**src/rtl/idle_seq_pkg.sv**
```systemverilog
package idle_seq_pkg;

  localparam int LVL_W = 2;

  typedef enum logic [3:0] {
    ST_ACT     = 4'd0,
    ST_C1      = 4'd1,
    ST_FLUSH   = 4'd2,
    ST_C2      = 4'd3,
    ST_SAVE    = 4'd4,
    ST_C3      = 4'd5,
    ST_SETTLE  = 4'd6,
    ST_RESTORE = 4'd7,
    ST_UNGR    = 4'd8
  } seq_state_e;

  typedef struct packed {
    logic pipe_stop;
    logic gate_main;
    logic gate_rest;
    logic snoop_en;
    logic flush_req;
    logic save_req;
    logic restore_req;
    logic pwr_off;
  } drive_t;

endpackage

```
**src/rtl/idle_seq_settle.sv**
```systemverilog
module idle_seq_settle #(
  parameter int SETTLE_CYC = 8
) (
  input  logic clk,
  input  logic rst_n,
  input  logic run,
  output logic done
);
  localparam int CNT_W = (SETTLE_CYC > 1) ? $clog2(SETTLE_CYC) : 1;
  localparam logic [CNT_W-1:0] LAST = CNT_W'(SETTLE_CYC - 1);

  logic [CNT_W-1:0] cnt;

  always_ff @(posedge clk or negedge rst_n) begin
    if (!rst_n)       cnt <= '0;
    else if (!run)    cnt <= '0;
    else if (!done)   cnt <= cnt + 1'b1;
  end

  assign done = run && (cnt == LAST);

  // the counter stays in range while the settle phase runs
  a_r5_settle_range: assert property (@(posedge clk) disable iff (!rst_n)
    run |-> (cnt <= LAST));

endmodule

```
**src/rtl/idle_seq_ctrl.sv**
```systemverilog
module idle_seq_ctrl
  import idle_seq_pkg::*;
(
  input  logic             clk,
  input  logic             rst_n,
  input  logic             idle_req,
  input  logic [LVL_W-1:0] idle_depth,
  input  logic             wake,
  input  logic             flush_done,
  input  logic             ctx_done,
  input  logic             settle_done,
  output seq_state_e       state,
  output logic [LVL_W-1:0] target
);
  localparam logic [LVL_W-1:0] D1 = LVL_W'(1);
  localparam logic [LVL_W-1:0] D2 = LVL_W'(2);

  seq_state_e       nxt;
  logic [LVL_W-1:0] tgt_nxt;

  always_comb begin
    nxt     = state;
    tgt_nxt = target;
    unique case (state)
      ST_ACT: begin
        if (!wake && idle_req && idle_depth != '0) begin
          nxt     = ST_C1;
          tgt_nxt = idle_depth;
        end
      end
      ST_C1: begin
        if (wake) nxt = ST_ACT;
        else if (target > D1) nxt = ST_FLUSH;
        else if (idle_req && idle_depth > D1) begin
          nxt     = ST_FLUSH;
          tgt_nxt = idle_depth;
        end
      end
      ST_FLUSH: begin
        if (wake) nxt = ST_ACT;
        else if (flush_done) nxt = ST_C2;
      end
      ST_C2: begin
        if (wake) nxt = ST_UNGR;
        else if (target > D2) nxt = ST_SAVE;
        else if (idle_req && idle_depth > D2) begin
          nxt     = ST_SAVE;
          tgt_nxt = idle_depth;
        end
      end
      ST_SAVE: begin
        if (wake) nxt = ST_UNGR;
        else if (ctx_done) nxt = ST_C3;
      end
      ST_C3:      if (wake) nxt = ST_SETTLE;
      ST_SETTLE:  if (settle_done) nxt = ST_RESTORE;
      ST_RESTORE: if (ctx_done) nxt = ST_UNGR;
      ST_UNGR:    nxt = ST_ACT;
      default:    nxt = ST_ACT;
    endcase
  end

  always_ff @(posedge clk or negedge rst_n) begin
    if (!rst_n) begin
      state  <= ST_ACT;
      target <= '0;
    end else begin
      state  <= nxt;
      target <= tgt_nxt;
    end
  end

  // a resting core never changes target without a request
  a_r8_target_hold: assert property (@(posedge clk) disable iff (!rst_n)
    (!idle_req && state != ST_ACT) |=> $stable(target));

endmodule

```
**src/rtl/idle_seq_drive.sv**
```systemverilog
module idle_seq_drive
  import idle_seq_pkg::*;
(
  input  seq_state_e       state,
  input  logic [LVL_W-1:0] target,
  output drive_t           drv,
  output logic [LVL_W-1:0] level,
  output logic             busy
);
  always_comb begin
    drv   = '0;
    level = '0;
    busy  = 1'b1;
    unique case (state)
      ST_ACT: busy = 1'b0;
      ST_C1: begin
        drv.pipe_stop = 1'b1; drv.gate_main = 1'b1; drv.snoop_en = 1'b1;
        level = LVL_W'(1);
        busy  = (target != LVL_W'(1));
      end
      ST_FLUSH: begin
        drv.pipe_stop = 1'b1; drv.gate_main = 1'b1; drv.snoop_en = 1'b1;
        drv.flush_req = 1'b1;
        level = LVL_W'(1);
      end
      ST_C2: begin
        drv.pipe_stop = 1'b1; drv.gate_main = 1'b1; drv.gate_rest = 1'b1;
        level = LVL_W'(2);
        busy  = (target != LVL_W'(2));
      end
      ST_SAVE: begin
        drv.pipe_stop = 1'b1; drv.gate_main = 1'b1; drv.gate_rest = 1'b1;
        drv.save_req  = 1'b1;
        level = LVL_W'(2);
      end
      ST_C3: begin
        drv.pipe_stop = 1'b1; drv.gate_main = 1'b1; drv.gate_rest = 1'b1;
        drv.pwr_off   = 1'b1;
        level = LVL_W'(3);
        busy  = 1'b0;
      end
      ST_SETTLE: begin
        drv.pipe_stop = 1'b1; drv.gate_main = 1'b1; drv.gate_rest = 1'b1;
        level = LVL_W'(3);
      end
      ST_RESTORE: begin
        drv.pipe_stop = 1'b1; drv.gate_main = 1'b1; drv.gate_rest = 1'b1;
        drv.restore_req = 1'b1;
        level = LVL_W'(3);
      end
      ST_UNGR: begin
        drv.pipe_stop = 1'b1; drv.gate_main = 1'b1; drv.snoop_en = 1'b1;
        level = LVL_W'(1);
      end
      default: busy = 1'b1;
    endcase
  end
endmodule

```
**src/rtl/idle_seq.sv**
```systemverilog
module idle_seq
  import idle_seq_pkg::*;
#(
  parameter int SETTLE_CYC = 8
) (
  input  logic       clk,
  input  logic       rst_n,
  input  logic       idle_req,
  input  logic [1:0] idle_depth,
  input  logic       wake,
  input  logic       flush_done,
  input  logic       ctx_done,
  output logic       pipe_stop,
  output logic       clk_gate_main,
  output logic       clk_gate_rest,
  output logic       snoop_en,
  output logic       flush_req,
  output logic       save_req,
  output logic       restore_req,
  output logic       pwr_off,
  output logic [1:0] level,
  output logic       busy
);
  seq_state_e       state;
  logic [LVL_W-1:0] target;
  logic             settle_done;
  drive_t           drv;

  idle_seq_ctrl u_ctrl (
    .clk         (clk),
    .rst_n       (rst_n),
    .idle_req    (idle_req),
    .idle_depth  (idle_depth),
    .wake        (wake),
    .flush_done  (flush_done),
    .ctx_done    (ctx_done),
    .settle_done (settle_done),
    .state       (state),
    .target      (target)
  );

  idle_seq_settle #(.SETTLE_CYC(SETTLE_CYC)) u_settle (
    .clk   (clk),
    .rst_n (rst_n),
    .run   (state == ST_SETTLE),
    .done  (settle_done)
  );

  idle_seq_drive u_drive (
    .state  (state),
    .target (target),
    .drv    (drv),
    .level  (level),
    .busy   (busy)
  );

  assign pipe_stop     = drv.pipe_stop;
  assign clk_gate_main = drv.gate_main;
  assign clk_gate_rest = drv.gate_rest;
  assign snoop_en      = drv.snoop_en;
  assign flush_req     = drv.flush_req;
  assign save_req      = drv.save_req;
  assign restore_req   = drv.restore_req;
  assign pwr_off       = drv.pwr_off;

  // snoops never run with the remaining clocks gated or the supply off
  a_r11_snoop_excl: assert property (@(posedge clk) disable iff (!rst_n)
    snoop_en |-> (!clk_gate_rest && !pwr_off));

  // the supply is only off with every clock gated and the pipe halted
  a_r4_off_needs_gates: assert property (@(posedge clk) disable iff (!rst_n)
    pwr_off |-> (clk_gate_rest && clk_gate_main && pipe_stop));

  // remaining clocks get gated only right after a flush completion
  a_r3_rest_after_flush: assert property (@(posedge clk) disable iff (!rst_n)
    $rose(clk_gate_rest) |-> $past(flush_done));

  // supply switches off only right after a save completion
  a_r4_off_after_save: assert property (@(posedge clk) disable iff (!rst_n)
    $rose(pwr_off) |-> $past(ctx_done));

  // at most one handshake is open, and an open one means busy
  a_r9_one_handshake: assert property (@(posedge clk) disable iff (!rst_n)
    $onehot0({flush_req, save_req, restore_req}));
  a_r9_handshake_busy: assert property (@(posedge clk) disable iff (!rst_n)
    (flush_req || save_req || restore_req) |-> busy);

  // no restore while the supply is still off
  a_r5_restore_powered: assert property (@(posedge clk) disable iff (!rst_n)
    restore_req |-> !pwr_off);

endmodule

```
**config.mk**
```make
export PLATFORM = sky130hd
export DESIGN_NAME = idle_seq
export DESIGN_NICKNAME = d
export VERILOG_FILES = /design/src/rtl/idle_seq_pkg.sv /design/src/rtl/idle_seq_settle.sv /design/src/rtl/idle_seq_ctrl.sv /design/src/rtl/idle_seq_drive.sv /design/src/rtl/idle_seq.sv
export SDC_FILE = /design/constraint.sdc
export NUM_CORES = 1
export LEC_CHECK = 0
export BUFFER_PORTS_ARGS = -buffer_cell sky130_fd_sc_hd__buf_2
export CAP_MARGIN = 10
export CORE_ASPECT_RATIO = 0.7
export CORE_MARGIN = 1.5
export CORE_UTILIZATION = 38
export CTS_CLUSTER_DIAMETER = 50
export DETAILED_ROUTE_END_ITERATION = 16
export HOLD_SLACK_MARGIN = 0.06
export PLACE_DENSITY = 0.67
export SLEW_MARGIN = 20
export SYNTH_ARGS = -nofsm -noshare
export SYNTH_HDL_FRONTEND = slang
export SYNTH_HIERARCHICAL = 1
export SYNTH_SLANG_ARGS = --single-unit
export TNS_END_PERCENT = 20
```
**constraint.sdc**
```tcl
create_clock -name clk -period 1.7 [get_ports clk]
set_input_delay 0.17 -clock clk [delete_from_list [all_inputs] [get_ports clk]]
set_output_delay 0.17 -clock clk [all_outputs]
set_load 0.05 [all_outputs]
```
==> results of run 1 <==
==> cell families after synthesis <==
family,after synthesis
xor+xnor,4
buf+inv,12
simple gates,53
fa+ha+maj,2
mux,6
flops,9
compound gates,19
==> worst max path at each step <==
stage | slack [ns] | cells after the start | from | end
final | -0.07 | 7 | u_ctrl/state[0]$_DFFE_PN0P_ | u_ctrl/state[0]$_DFFE_PN0P_
after global routing | -0.14 | 8 | u_ctrl/state[0]$_DFFE_PN0P_ | u_ctrl/state[1]$_DFFE_PN0P_
after CTS | -0.04 | 5 | u_ctrl/state[1]$_DFFE_PN0P_ | pipe_stop
after detailed placement | -0.05 | 7 | u_ctrl/state[0]$_DFFE_PN0P_ | u_ctrl/state[0]$_DFFE_PN0P_
after global placement | -0.01 | 7 | u_ctrl/state[0]$_DFFE_PN0P_ | u_ctrl/state[0]$_DFFE_PN0P_
after floorplan | -0.09 | 7 | u_ctrl/state[3]$_DFFE_PN0P_ | u_ctrl/state[0]$_DFFE_PN0P_
==> critical path, stage by stage, from the launching register on <==
cell                       delay, ns
sky130_fd_sc_hd__dfrtp_2        0.44
sky130_fd_sc_hd__and4bb_2       0.32
sky130_fd_sc_hd__and2_4         0.14
sky130_fd_sc_hd__nor2_2         0.03
sky130_fd_sc_hd__a22oi_1        0.16
sky130_fd_sc_hd__nor2_1         0.10
sky130_fd_sc_hd__nor3_2         0.16
sky130_fd_sc_hd__mux2_4         0.32
==> power by group through the flow <==
stage               clock network [mW]  registers [mW]  logic [mW]
global placement                     0           0.353        1.76
global route                     0.181           0.382        2.23
CTS                              0.169           0.361        1.97
detailed placement                   0           0.357        1.79
floorplan                            0           0.348        1.44
finish                           0.164           0.367        2.10
==> metal layers <==
layer  vias to the layer above  GRT usage, %
met3                         0         3.582
met2                        26         28.39
met5                         -             0
met1                       402         26.62
li1                        432             -
met4                         0         2.609
==> what timing repair did <==
action                     CTS  global route
hold buffers                 1             0
gates resized for setup     17            14
pin swaps                    5            10
setup endpoints to repair   12            13
hold endpoints to repair     9             0
buffers inserted             0             3
==> sequential cells by signal (all words and copies together) (netlist names) <==
register and count:
u_ctrl/target 2, u_ctrl/state 4, u_settle/cnt 3
==> final cells by class <==
class	instances	area [um^2]	share of cell area (%)
clock buffer	4	26.28	2.104
inverter	3	11.26	0.9018
multi-input combinational	84	649.4	52.00
sequential	9	226.5	18.14
tap	32	40.04	3.206
timing repair buffer	36	295.3	23.65
==> layout by cell type, fill, tap and decap left out, types with 2 or more instances in the layout <==
master,n
sky130_fd_sc_hd__o21ai_1,2
sky130_fd_sc_hd__dfrtp_1,8
sky130_fd_sc_hd__buf_6,10
sky130_fd_sc_hd__mux2i_1,2
sky130_fd_sc_hd__nand3_1,3
sky130_fd_sc_hd__o311ai_1,2
sky130_fd_sc_hd__buf_2,9
sky130_fd_sc_hd__nor3_1,2
sky130_fd_sc_hd__nor3_2,2
sky130_fd_sc_hd__buf_4,15
sky130_fd_sc_hd__xor2_1,2
sky130_fd_sc_hd__nand2_1,6
sky130_fd_sc_hd__nor2b_1,5
sky130_fd_sc_hd__and2b_1,2
sky130_fd_sc_hd__inv_1,3
sky130_fd_sc_hd__a21oi_1,5
sky130_fd_sc_hd__clkbuf_4,3
sky130_fd_sc_hd__mux2_4,3
sky130_fd_sc_hd__nand2b_1,4
sky130_fd_sc_hd__nor2_1,11
==> out/qor.txt, run 1 <==
OUTCOME
------------------------------------------------------------------------------------
Outcome ............................................................... complete, but fails checks
Failing checks ........................................................ negative setup slack

PWR
------------------------------------------------------------------------------------
Part of the power in the clock network ................................         6.2%
Sw Share ..............................................................       52.45%
Combinational share of power ..........................................        79.8%
Max IR drop VDD .......................................................    0.7217 mV
Switch Pwr ............................................................     1.378 mW
Lkg Pwr ...............................................................    0.5678 nW
Pwr dens .............................................................. 2105 nW/um^2
Sequential group share of total power .................................        13.9%
Internal power consumption ............................................     1.250 mW
Sum of internal, switching and leakage power ..........................     2.628 mW

STA
------------------------------------------------------------------------------------
Final critical-path required period ...................................     1.770 ns
Number of max-slew violations in the final report .....................            0
Hold slack ............................................................    0.1832 ns
Highest Clock Rate ....................................................   0.5650 GHz
Slew at the pin closest to its max-slew limit .........................    0.2883 ns
RSZ-0062 raised after global routing ..................................         true
Final period utilization ..............................................       104.1%
Final sum of negative setup slack .....................................   -0.1973 ns
Setup WS post-layout ..................................................  -0.06989 ns
Number of failing setup endpoints in the final timing report ..........            4
Setup Skew ............................................................  0.001103 ns
Rel. slew slack .......................................................       80.47%
Endpoints failing hold ................................................            0

GRT
------------------------------------------------------------------------------------
Largest net degree at the start of global routing .....................           16
Number of antenna violations at the first check in global routing .....            0
Wire length of the first global-routing pass ..........................     3.601 mm
Gr ovfl total .........................................................            0
Number of global-route vias before repair .............................          764
All-Layer GR Usage ....................................................       18.15%

FLOORPLANNING
------------------------------------------------------------------------------------
DIE WIDTH .............................................................     60.91 um
Number of cell rows ...................................................           14
Die H .................................................................     43.54 um
Overall die area ......................................................    2652 um^2
Core footprint ........................................................    2190 um^2
Ports placed on the boundary ..........................................           19
Starting utilization of the core area .................................       40.74%

WORST HOLD PATH
------------------------------------------------------------------------------------
WHS Path Cells ........................................................            2
Endpoint of the worst hold-timing path ................................ u_ctrl/target[0]$_DFFE_PN0P_
Type of the tightest min-delay check ..................................    in -> reg
Worst Hold Launch ..................................................... idle_depth[0]

SYNTH
------------------------------------------------------------------------------------
Largest cells by area after synthesis ................................. sky130_fd_sc_hd__dfrtp_1 (25%), sky130_fd_sc_hd__nor2_1 (5.0%), sky130_fd_sc_hd__nor2b_1 (4.2%)
Total standard cell area after synthesis ..............................   892.1 um^2
Syn Nets ..............................................................          115
Fraction of the mapped netlist area in compound gates .................       14.73%
Share of cell area taken by muxes after synthesis .....................       8.135%
Share of async-settable or async-resettable flops after synthesis .....       100.0%
Synth cell count leaders .............................................. sky130_fd_sc_hd__nor2_1 (12), sky130_fd_sc_hd__dfrtp_1 (9), sky130_fd_sc_hd__nand2_1 (6), sky130_fd_sc_hd__nor2b_1 (6)
Parity-gate share of the synthesized area counting xor and xnor cells .       3.927%
Gate count after technology mapping ...................................          105
Main combinational cell family by area after synthesis ................ simple AND/OR/NAND/NOR gates
Count of flip-flops with a built-in enable after synthesis ............            0
Ys Warns ..............................................................            6
Netlist cell types ....................................................           49
Syn Area/Cell .........................................................   8.496 um^2
Total of flip-flops plus latches after synthesis ......................            9
Area share of the largest cell type after synthesis ...................       25.25%
Simple-gate area share of the yosys netlist ...........................       36.89%
Leading cell type by number of instances after synthesis .............. sky130_fd_sc_hd__nor2_1
Top flip-flop cell by instance count after synthesis .................. sky130_fd_sc_hd__dfrtp_1
Cell type contributing the most total cell area after synthesis ....... sky130_fd_sc_hd__dfrtp_1
Seq/Total Area, Yosys .................................................       25.25%
Synthesized-area fraction occupied by adder cells .....................       2.805%

CTS
------------------------------------------------------------------------------------
CTS tree ..............................................................         done
Clock buffer count from CTS ...........................................            3
Later-pin clock latency in the skew report ............................      0.26 ns
Buffers from clock root to sink, at most ..............................            2
H-tree depth ..........................................................            1
Worst-path clk slew ...................................................      0.06 ns
Clock root buffer master .............................................. sky130_fd_sc_hd__clkbuf_4
Number of clock sinks .................................................            9

ROUTE
------------------------------------------------------------------------------------
Post-route DRC ........................................................            0
WL/cell ...............................................................     13.10 um
Highest metal layer with signal wires .................................         met3
Drt first-iter violations .............................................           20
Met2 WL ...............................................................     1.054 mm
Via total after detailed routing ......................................          860
Length of the first detailed-routing pass in iterations ...............            4
Wire length on met3 ...................................................       103 um
Met1 WL ...............................................................     1.042 mm
Antenna-violating nets left ...........................................            0
Vias per inst .........................................................        5.119
WL final ..............................................................     2.200 mm

SETUP PATH
------------------------------------------------------------------------------------
Worst Path Max Fanout .................................................            5
Reg-to-reg endpoint ................................................... u_ctrl/state[0]$_DFFE_PN0P_
R2R Path Start ........................................................ u_ctrl/state[0]$_DFFE_PN0P_
Number of cells on the worst reg-to-reg path ..........................            7
Path type of the worst setup path .....................................   reg -> reg
Kind of start point of the critical path ..............................     register
CP Data Required Time .................................................      1.84 ns
Arrival time worst endpoint ...........................................      1.91 ns
Kind of end point of the critical path ................................     register
Worst reg-to-reg setup slack ..........................................     -0.07 ns

PLACE
------------------------------------------------------------------------------------
Placed standard-cell area .............................................    1087 um^2
Placed Cells incl. Taps ...............................................          160
Pre-CTS setup slack ...................................................  -0.05102 ns
Port-buffer cells .....................................................           18
Half-perimeter wire length after detailed placement ...................     1.605 mm
Gp weighted congestion ................................................       0.8996

FINAL LAYOUT
------------------------------------------------------------------------------------
Number of standard cells in the final layout excluding fillers ........          168
Final design utilization ..............................................       57.03%
Number of filler instances in the final layout ........................          204
Area delta synth->final ...............................................       39.97%
Total inserted antenna cells ..........................................            0
Fraction of final layout cells with drive strength greater than 1 .....       45.59%
Number of nets in the layout ..........................................          147
Area of all placed cells without fillers ..............................    1249 um^2

FLOW RUN
------------------------------------------------------------------------------------
Count of maximum capacitance violations ...............................            0

(Power assumes the default switching activity.)
==> inputs of run 2 (changes only) <==
- PLACE_DENSITY: 0.67 -> 0.68
- SETUP_SLACK_MARGIN: not set -> 0.2
- clock period: 1.7 -> 2 ns (I/O delays scaled with it)
==> run 2 against run 1 <==
The run now ends clean. Flip-flop and latch count is the same. Via count shrank 0.70%. Combinational power shrank 23%. Worst setup slack gained 0.27 ns. Critical endpoint is now pipe_stop. Non-clock buffer count shrank 5.
==> out/qor.txt, run 2 (synthesis results as in run 1) <==
FLOORPLANNING
--------------------------------------------------------------------------------------
Starting utilization of the core area ...................................       40.74%   unchanged
Die H ...................................................................     43.54 um   unchanged
DIE WIDTH ...............................................................     60.91 um   unchanged
Overall die area ........................................................    2652 um^2   unchanged
Ports placed on the boundary ............................................           19   unchanged
Number of cell rows .....................................................           14   unchanged
Core footprint ..........................................................    2190 um^2   unchanged

ROUTE
--------------------------------------------------------------------------------------
Drt first-iter violations ...............................................           31   +55%
Length of the first detailed-routing pass in iterations .................            4   unchanged
Antenna-violating nets left .............................................            0   unchanged
Vias per inst ...........................................................        5.239   +2.3%
Via total after detailed routing ........................................          854   -0.70%
Post-route DRC ..........................................................            0   unchanged
WL final ................................................................     2.150 mm   -2.3%
WL/cell .................................................................     13.19 um   +0.73%

FINAL LAYOUT
--------------------------------------------------------------------------------------
Area of the multi-input gates ...........................................   663.1 um^2   +2.1%
Most common cell after layout, fill and taps aside ...................... sky130_fd_sc_hd__buf_2
Number of standard cells in the final layout excluding fillers ..........          163   -3.0%
Commonest cells after routing, fill and taps aside ...................... sky130_fd_sc_hd__buf_2 (15), sky130_fd_sc_hd__buf_4 (12), sky130_fd_sc_hd__nor2_1 (11)
Number of flip-flops in the largest register ............................            4   unchanged
Biggest register ........................................................ u_ctrl/state
Number of nets in the layout ............................................          142   -3.4%
Number of filler instances in the final layout ..........................          197   -3.4%
Registers with the most flip-flops ...................................... u_ctrl/state (4), u_settle/cnt (3), u_ctrl/target (2)
Sequential cell area ....................................................   225.2 um^2   -0.55%
Total inserted antenna cells ............................................            0   unchanged
Area of all placed cells without fillers ................................    1175 um^2   -5.9%
Fraction of final layout cells with drive strength greater than 1 .......       42.75%   -2.8 points
Area delta synth->final .................................................       31.70%

STA
--------------------------------------------------------------------------------------
Number of max-slew violations in the final report .......................            0   unchanged
RSZ-0062 raised after global routing ....................................         true
Highest Clock Rate ......................................................   0.5568 GHz
Rel. slew slack .........................................................       76.70%   -3.8 points
Final sum of negative setup slack .......................................         0 ns   +0.1973 ns
Final period utilization ................................................       89.79%
Setup Skew ..............................................................  0.004085 ns   +0.002982 ns
Endpoints failing hold ..................................................            0   unchanged
Slew at the pin closest to its max-slew limit ...........................    0.3469 ns   +0.05853 ns
Setup WS post-layout ....................................................    0.2041 ns   +0.2740 ns
Final critical-path required period .....................................     1.796 ns
Number of failing setup endpoints in the final timing report ............            0   -4

PWR
--------------------------------------------------------------------------------------
Pwr dens ................................................................ 1744 nW/um^2   -17%
Lkg Pwr .................................................................    0.5267 nW   -7.2%
Max IR drop VDD .........................................................    0.6730 mV   -6.7%
Sum of internal, switching and leakage power ............................     2.049 mW   -22%

WORST HOLD PATH
--------------------------------------------------------------------------------------
Type of the tightest min-delay check ....................................    in -> reg
Worst Hold Launch ....................................................... idle_depth[0]
Endpoint of the worst hold-timing path .................................. u_ctrl/target[0]$_DFFE_PN0P_
WHS Path Cells ..........................................................            2   unchanged

CTS
--------------------------------------------------------------------------------------
Buffers from clock root to sink, at most ................................            2   unchanged
Clock buffer count from CTS .............................................            3   unchanged
H-tree depth ............................................................            1   unchanged
Later-pin clock latency in the skew report ..............................      0.26 ns   about the same
CTS tree ................................................................         done
Clock root buffer master ................................................ sky130_fd_sc_hd__clkbuf_4
Worst-path clk slew .....................................................      0.06 ns   about the same
Number of clock sinks ...................................................            9   unchanged

PLACE
--------------------------------------------------------------------------------------
Gp weighted congestion ..................................................       0.8761   -2.6%
Port-buffer cells .......................................................           18   unchanged
Placed Cells incl. Taps .................................................          153   -4.4%
Half-perimeter wire length after detailed placement .....................     1.472 mm   -8.3%
Placed standard-cell area ...............................................    1026 um^2   -5.6%
Pre-CTS setup slack .....................................................   0.08886 ns   +0.1399 ns

SETUP PATH
--------------------------------------------------------------------------------------
Kind of end point of the critical path ..................................  output port
List of cells traversed by the critical path ............................ buf_4 -> or2_4 -> nor2_2 -> xnor2_2 -> buf_6
Critical path buffers and inverters .....................................            2   +2
Path type of the worst setup path .......................................   reg -> out
Kind of start point of the critical path ................................     register
R2R Path Start .......................................................... u_ctrl/state[0]$_DFFE_PN0P_
CP Data Required Time ...................................................      1.80 ns   -0.04 ns
Highest cell delay on the worst timing path .............................      0.41 ns   -0.03 ns
Worst Path Max Fanout ...................................................           10   +5
Library cell contributing the largest single delay on the critical path . sky130_fd_sc_hd__dfrtp_1
Worst reg-to-reg setup slack ............................................      0.21 ns   +0.28 ns
Number of cells on the worst reg-to-reg path ............................            6   -1
Family with the most delay on the worst path ............................   flip-flops
Arrival time worst endpoint .............................................      1.60 ns   -0.31 ns
Reg-to-reg endpoint ..................................................... u_ctrl/target[1]$_DFFE_PN0P_

GRT
--------------------------------------------------------------------------------------
Layer with the highest usage ............................................         met1
Number of antenna violations at the first check in global routing .......            0   unchanged
Largest net degree at the start of global routing .......................           22   +6
Gr ovfl total ...........................................................            0   unchanged
Wire length of the first global-routing pass ............................     3.270 mm   -9.2%
Number of global-route vias before repair ...............................          740   -3.1%
All-Layer GR Usage ......................................................       16.32%   -1.8 points
Met3 usage ..............................................................           0%   -3.6 points
GR Layer Usage met1 .....................................................       25.42%   -1.2 points
Global routing usage on met2 ............................................       22.80%   -5.6 points

FLOW RUN
--------------------------------------------------------------------------------------
Count of maximum capacitance violations .................................            0   unchanged

OUTCOME
--------------------------------------------------------------------------------------
Outcome .................................................................    completed

[run 2: worst max-delay path by stage]
stage                           startpoint                          end  slack [ns]  cells past startpoint
2_1_floorplan  u_ctrl/state[3]$_DFFE_PN0P_                    flush_req        0.14                      2
3_3_place_gp   u_settle/cnt[0]$_DFFE_PN0P_  u_ctrl/state[0]$_DFFE_PN0P_        0.19                      8
3_5_place_dp   u_settle/cnt[0]$_DFFE_PN0P_  u_ctrl/state[0]$_DFFE_PN0P_        0.09                      8
4_1_cts        u_settle/cnt[0]$_DFFE_PN0P_  u_ctrl/state[0]$_DFFE_PN0P_        0.18                      8
5_1_grt        u_ctrl/state[0]$_DFFE_PN0P_  u_ctrl/state[0]$_DFFE_PN0P_        0.15                      7
6_report       u_ctrl/state[1]$_DFFE_PN0P_                    pipe_stop        0.20                      5
[run 2: power by group]
part	total (mW)	leakage [nW]	internal [mW]	switching, mW
Sequential	0.291	0.118	0.238	0.0531
Clock	0.140	0.0150	0.0768	0.0627
Combinational	1.62	0.394	0.586	1.03
[run 2: final cells by class]
cell class,count,share of cell area (%)
Tap cell,32,3.408
Multi-Input combinational cell,84,56.44
Clock buffer,4,2.236
Timing Repair Buffer,31,17.78
Sequential cell,9,19.17
Inverter,3,0.9585
[run 2: repair_timing]
item,4_1_cts,5_1_grt
setup endpoints to repair,5,9
endpoints found under the hold margin,9,0
setup buffers,1,4
pin swaps,2,9
gates resized for setup,6,11
hold buffers,1,0
[run 2: per-layer routing]
metal	vias up	wire [um]
met5	-	0
met4	0	49
met3	6	32
met2	13	1021
met1	411	1046
li1	424	-
[run 2: metrics by stage]
step,hold WS (ns),utilization (%)
after floorplan,-0.09559,-
after global placement,0.05636,46.86
after detailed placement,0.06056,46.86
after CTS,0.2070,49.89
after global routing,0.2058,53.66
final,0.2112,53.66
==> inputs of run 3 (changes only) <==
- BUFFER_PORTS_ARGS: -buffer_cell sky130_fd_sc_hd__buf_2 -> not set
- DONT_BUFFER_PORTS: not set -> 1
- PLACE_DENSITY: 0.68 -> 0.61
==> run 3 against run 2 <==
First-iteration DRC count is 23% higher. Clock skew decreased by 0.0037 ns. Power increased by 2.2%. Wire length grew 2.4%. Sequential share of layout area rose by 1.0 points. Critical path depth rose by 4. Largest power group unchanged. Largest cell class unchanged. Global-route usage up 1.2 points. Via count shrank 4.4%. Critical path type is now reg -> reg. Combinational power rose by 2%.
==> out/qor.txt, run 3 (synthesis results as in run 1) <==
OUTCOME
--------------------------------------------------------------------------------------
Outcome .................................................................    completed

FLOORPLANNING
--------------------------------------------------------------------------------------
DIE WIDTH ...............................................................     60.91 um   unchanged
Die H ...................................................................     43.54 um   unchanged
Starting utilization of the core area ...................................       40.74%   unchanged
Core footprint ..........................................................    2190 um^2   unchanged
Ports placed on the boundary ............................................           19   unchanged
Number of cell rows .....................................................           14   unchanged
Overall die area ........................................................    2652 um^2   unchanged

ROUTE
--------------------------------------------------------------------------------------
Drt first-iter violations ...............................................           38   +23%
WL/cell .................................................................     14.58 um   +11%
Length of the first detailed-routing pass in iterations .................            4   unchanged
Via total after detailed routing ........................................          816   -4.4%
Post-route DRC ..........................................................            0   unchanged
Vias per inst ...........................................................        5.404   +3.1%
Antenna-violating nets left .............................................            0   unchanged
WL final ................................................................     2.201 mm   +2.4%

WORST HOLD PATH
--------------------------------------------------------------------------------------
Type of the tightest min-delay check ....................................    in -> reg
WHS Path Cells ..........................................................            1   -1

SETUP PATH
--------------------------------------------------------------------------------------
Kind of end point of the critical path ..................................     register
Worst reg-to-reg setup slack ............................................      0.20 ns   about the same
Reg-to-reg endpoint ..................................................... u_ctrl/state[1]$_DFFE_PN0P_
CP Data Required Time ...................................................      2.13 ns   +0.33 ns
Worst Path Max Fanout ...................................................            4   -6
List of cells traversed by the critical path ............................ ha_2 -> ha_4 -> and2_2 -> nor2_1 -> a22oi_1 -> nor2_1 -> buf_4 -> o31ai_2 -> o211ai_1
Kind of start point of the critical path ................................     register
Worst setup path endpoint ............................................... u_ctrl/state[1]$_DFFE_PN0P_
Highest cell delay on the worst timing path .............................      0.36 ns   -0.05 ns
Worst setup path startpoint ............................................. u_settle/cnt[0]$_DFFE_PN0P_
Library cell contributing the largest single delay on the critical path . sky130_fd_sc_hd__dfrtp_1
Number of cells on the worst reg-to-reg path ............................            9   +3
Arrival time worst endpoint .............................................      1.92 ns   +0.32 ns
R2R Path Start .......................................................... u_settle/cnt[0]$_DFFE_PN0P_
Cell mode on critical path .............................................. sky130_fd_sc_hd__nor2_1
Path type of the worst setup path .......................................   reg -> reg

STA
--------------------------------------------------------------------------------------
Final period utilization ................................................       89.90%   +0.11 points
Highest Clock Rate ......................................................   0.5562 GHz   -0.12%
Setup WS post-layout ....................................................    0.2020 ns   -0.002110 ns
Number of max-slew violations in the final report .......................            0   unchanged
Hold slack ..............................................................   0.08615 ns   -0.1251 ns
Final critical-path required period .....................................     1.798 ns   +0.002110 ns
Slew at the pin closest to its max-slew limit ...........................    0.4064 ns   +0.05955 ns
Number of failing setup endpoints in the final timing report ............            0   unchanged
RSZ-0062 raised after global routing ....................................         true
Endpoints failing hold ..................................................            0   unchanged
Rel. slew slack .........................................................       72.82%   -3.9 points
Setup Skew .............................................................. 0.0003781 ns   -0.003707 ns
Final sum of negative setup slack .......................................         0 ns   unchanged

CTS
--------------------------------------------------------------------------------------
Clock buffer count from CTS .............................................            3   unchanged
Worst-path clk slew .....................................................      0.06 ns   about the same
Later-pin clock latency in the skew report ..............................      0.26 ns   about the same
Number of clock sinks ...................................................            9   unchanged
Clock root buffer master ................................................ sky130_fd_sc_hd__clkbuf_4
H-tree depth ............................................................            1   unchanged
Buffers from clock root to sink, at most ................................            2   unchanged
CTS tree ................................................................         done

FINAL LAYOUT
--------------------------------------------------------------------------------------
Registers with the most flip-flops ...................................... u_ctrl/state (4), u_settle/cnt (3), u_ctrl/target (2)
Number of filler instances in the final layout ..........................          198   +0.51%
Commonest cells after routing, fill and taps aside ...................... sky130_fd_sc_hd__buf_4 (14), sky130_fd_sc_hd__nor2_1 (12), sky130_fd_sc_hd__dfrtp_1 (8)
Biggest register ........................................................ u_ctrl/state
Number of nets in the layout ............................................          130   -8.5%
Area delta synth->final .................................................       25.67%
Most common cell after layout, fill and taps aside ...................... sky130_fd_sc_hd__buf_4
Total inserted antenna cells ............................................            0   unchanged
Number of flip-flops in the largest register ............................            4   unchanged
Fraction of final layout cells with drive strength greater than 1 .......       38.66%   -4.1 points

GRT
--------------------------------------------------------------------------------------
Wire length of the first global-routing pass ............................     3.443 mm   +5.3%
Gr ovfl total ...........................................................            0   unchanged
Largest net degree at the start of global routing .......................           22   unchanged
Number of antenna violations at the first check in global routing .......            0   unchanged
All-Layer GR Usage ......................................................       17.52%   +1.2 points
Number of global-route vias before repair ...............................          705   -4.7%

PWR
--------------------------------------------------------------------------------------
Internal power consumption ..............................................     954.3 uW   +5.9%
Max IR drop VDD .........................................................    0.7967 mV   +18%
Part of the power in the clock network ..................................         6.8%   about the same
Sequential group share of total power ...................................        14.0%   -0.2 points
Sw Share ................................................................       54.41%   -1.6 points
Lkg Pwr .................................................................    0.4810 nW   -8.7%
Pwr dens ................................................................ 1867 nW/um^2   +7.1%
Combinational share of power ............................................        79.2%   +0.2 points
Switch Pwr ..............................................................     1.139 mW   -0.72%

PLACE
--------------------------------------------------------------------------------------
Half-perimeter wire length after detailed placement .....................     1.518 mm   +3.2%
Port-buffer cells .......................................................            0   -18
Pre-CTS setup slack .....................................................   0.05834 ns   -0.03052 ns
Gp weighted congestion ..................................................       0.8357   -4.6%

FLOW RUN
--------------------------------------------------------------------------------------
Count of maximum capacitance violations .................................            0   unchanged

[run 3: worst min path at each step]
stage	startpoint	end	slack [ns]
after floorplan	rst_n	u_ctrl/state[0]$_DFFE_PN0P_	-0.1
after global placement	rst_n	u_settle/cnt[0]$_DFFE_PN0P_	-0.1
after detailed placement	rst_n	u_settle/cnt[1]$_DFFE_PN0P_	-0.1
after CTS	idle_depth[1]	u_ctrl/target[1]$_DFFE_PN0P_	0.08
after global routing	idle_depth[0]	u_ctrl/target[0]$_DFFE_PN0P_	0.07
final	idle_depth[1]	u_ctrl/target[1]$_DFFE_PN0P_	0.09
[run 3: area by class of cell]
| class | count | area [um^2] | share of cell area (%) |
|---|---|---|---|
| well taps | 32 | 40.04 | 3.571 |
| inverters | 3 | 11.26 | 1.004 |
| multi-input cells | 84 | 648.1 | 57.81 |
| repair buffers | 19 | 168.9 | 15.07 |
| clock buffers | 4 | 26.28 | 2.344 |
| flip-flops and latches | 9 | 226.5 | 20.20 |
[run 3: what timing repair did]
| action | in CTS | in global routing |
|---|---|---|
| setup buffers | 2 | 2 |
| endpoints found under the setup margin | 3 | 9 |
| hold endpoints to repair | 9 | 0 |
| gates resized for setup | 3 | 11 |
| pin swaps | 1 | 5 |
| hold buffers | 1 | 0 |
[run 3: metal layers]
layer | up-vias | part of all wire [%] | GRT usage (%)
met5 | - | 0 | 0
met4 | 0 | 0.59 | 3.913
met3 | 2 | 3.7 | 4.776
met2 | 23 | 46 | 25.16
met1 | 388 | 50 | 26.20
li1 | 403 | - | -
[run 3: per-stage QoR]
step                std cells  power [mW]  area, um^2  utilization, %
CTS                       149       2.008        1070           48.86
global placement          142       1.800        1001           45.71
global route              151       2.212        1121           51.20
floorplan                 105       1.505       905.9               -
detailed placement        142       1.829        1001           45.71
finish                    151       2.093        1121           51.20
[run 3: worst max-delay path, delay by kind of cell (launching register included)]
family,cells,cell delay [ns]
AO/OA/AOI/OAI,3,0.53
AND/OR/NAND/NOR,3,0.26
buffers and inverters,1,0.14
adder cells (fa/ha/maj),2,0.36
flip-flops,1,0.36
[run 3: power by group through the flow]
stage	Sequential (mW)	Combinational, mW	Clock, mW
6_report	0.292	1.66	0.143
5_1_grt	0.300	1.75	0.161
2_1_floorplan	0.296	1.21	0
4_1_cts	0.289	1.57	0.148
3_5_place_dp	0.295	1.53	0
3_3_place_gp	0.289	1.51	0
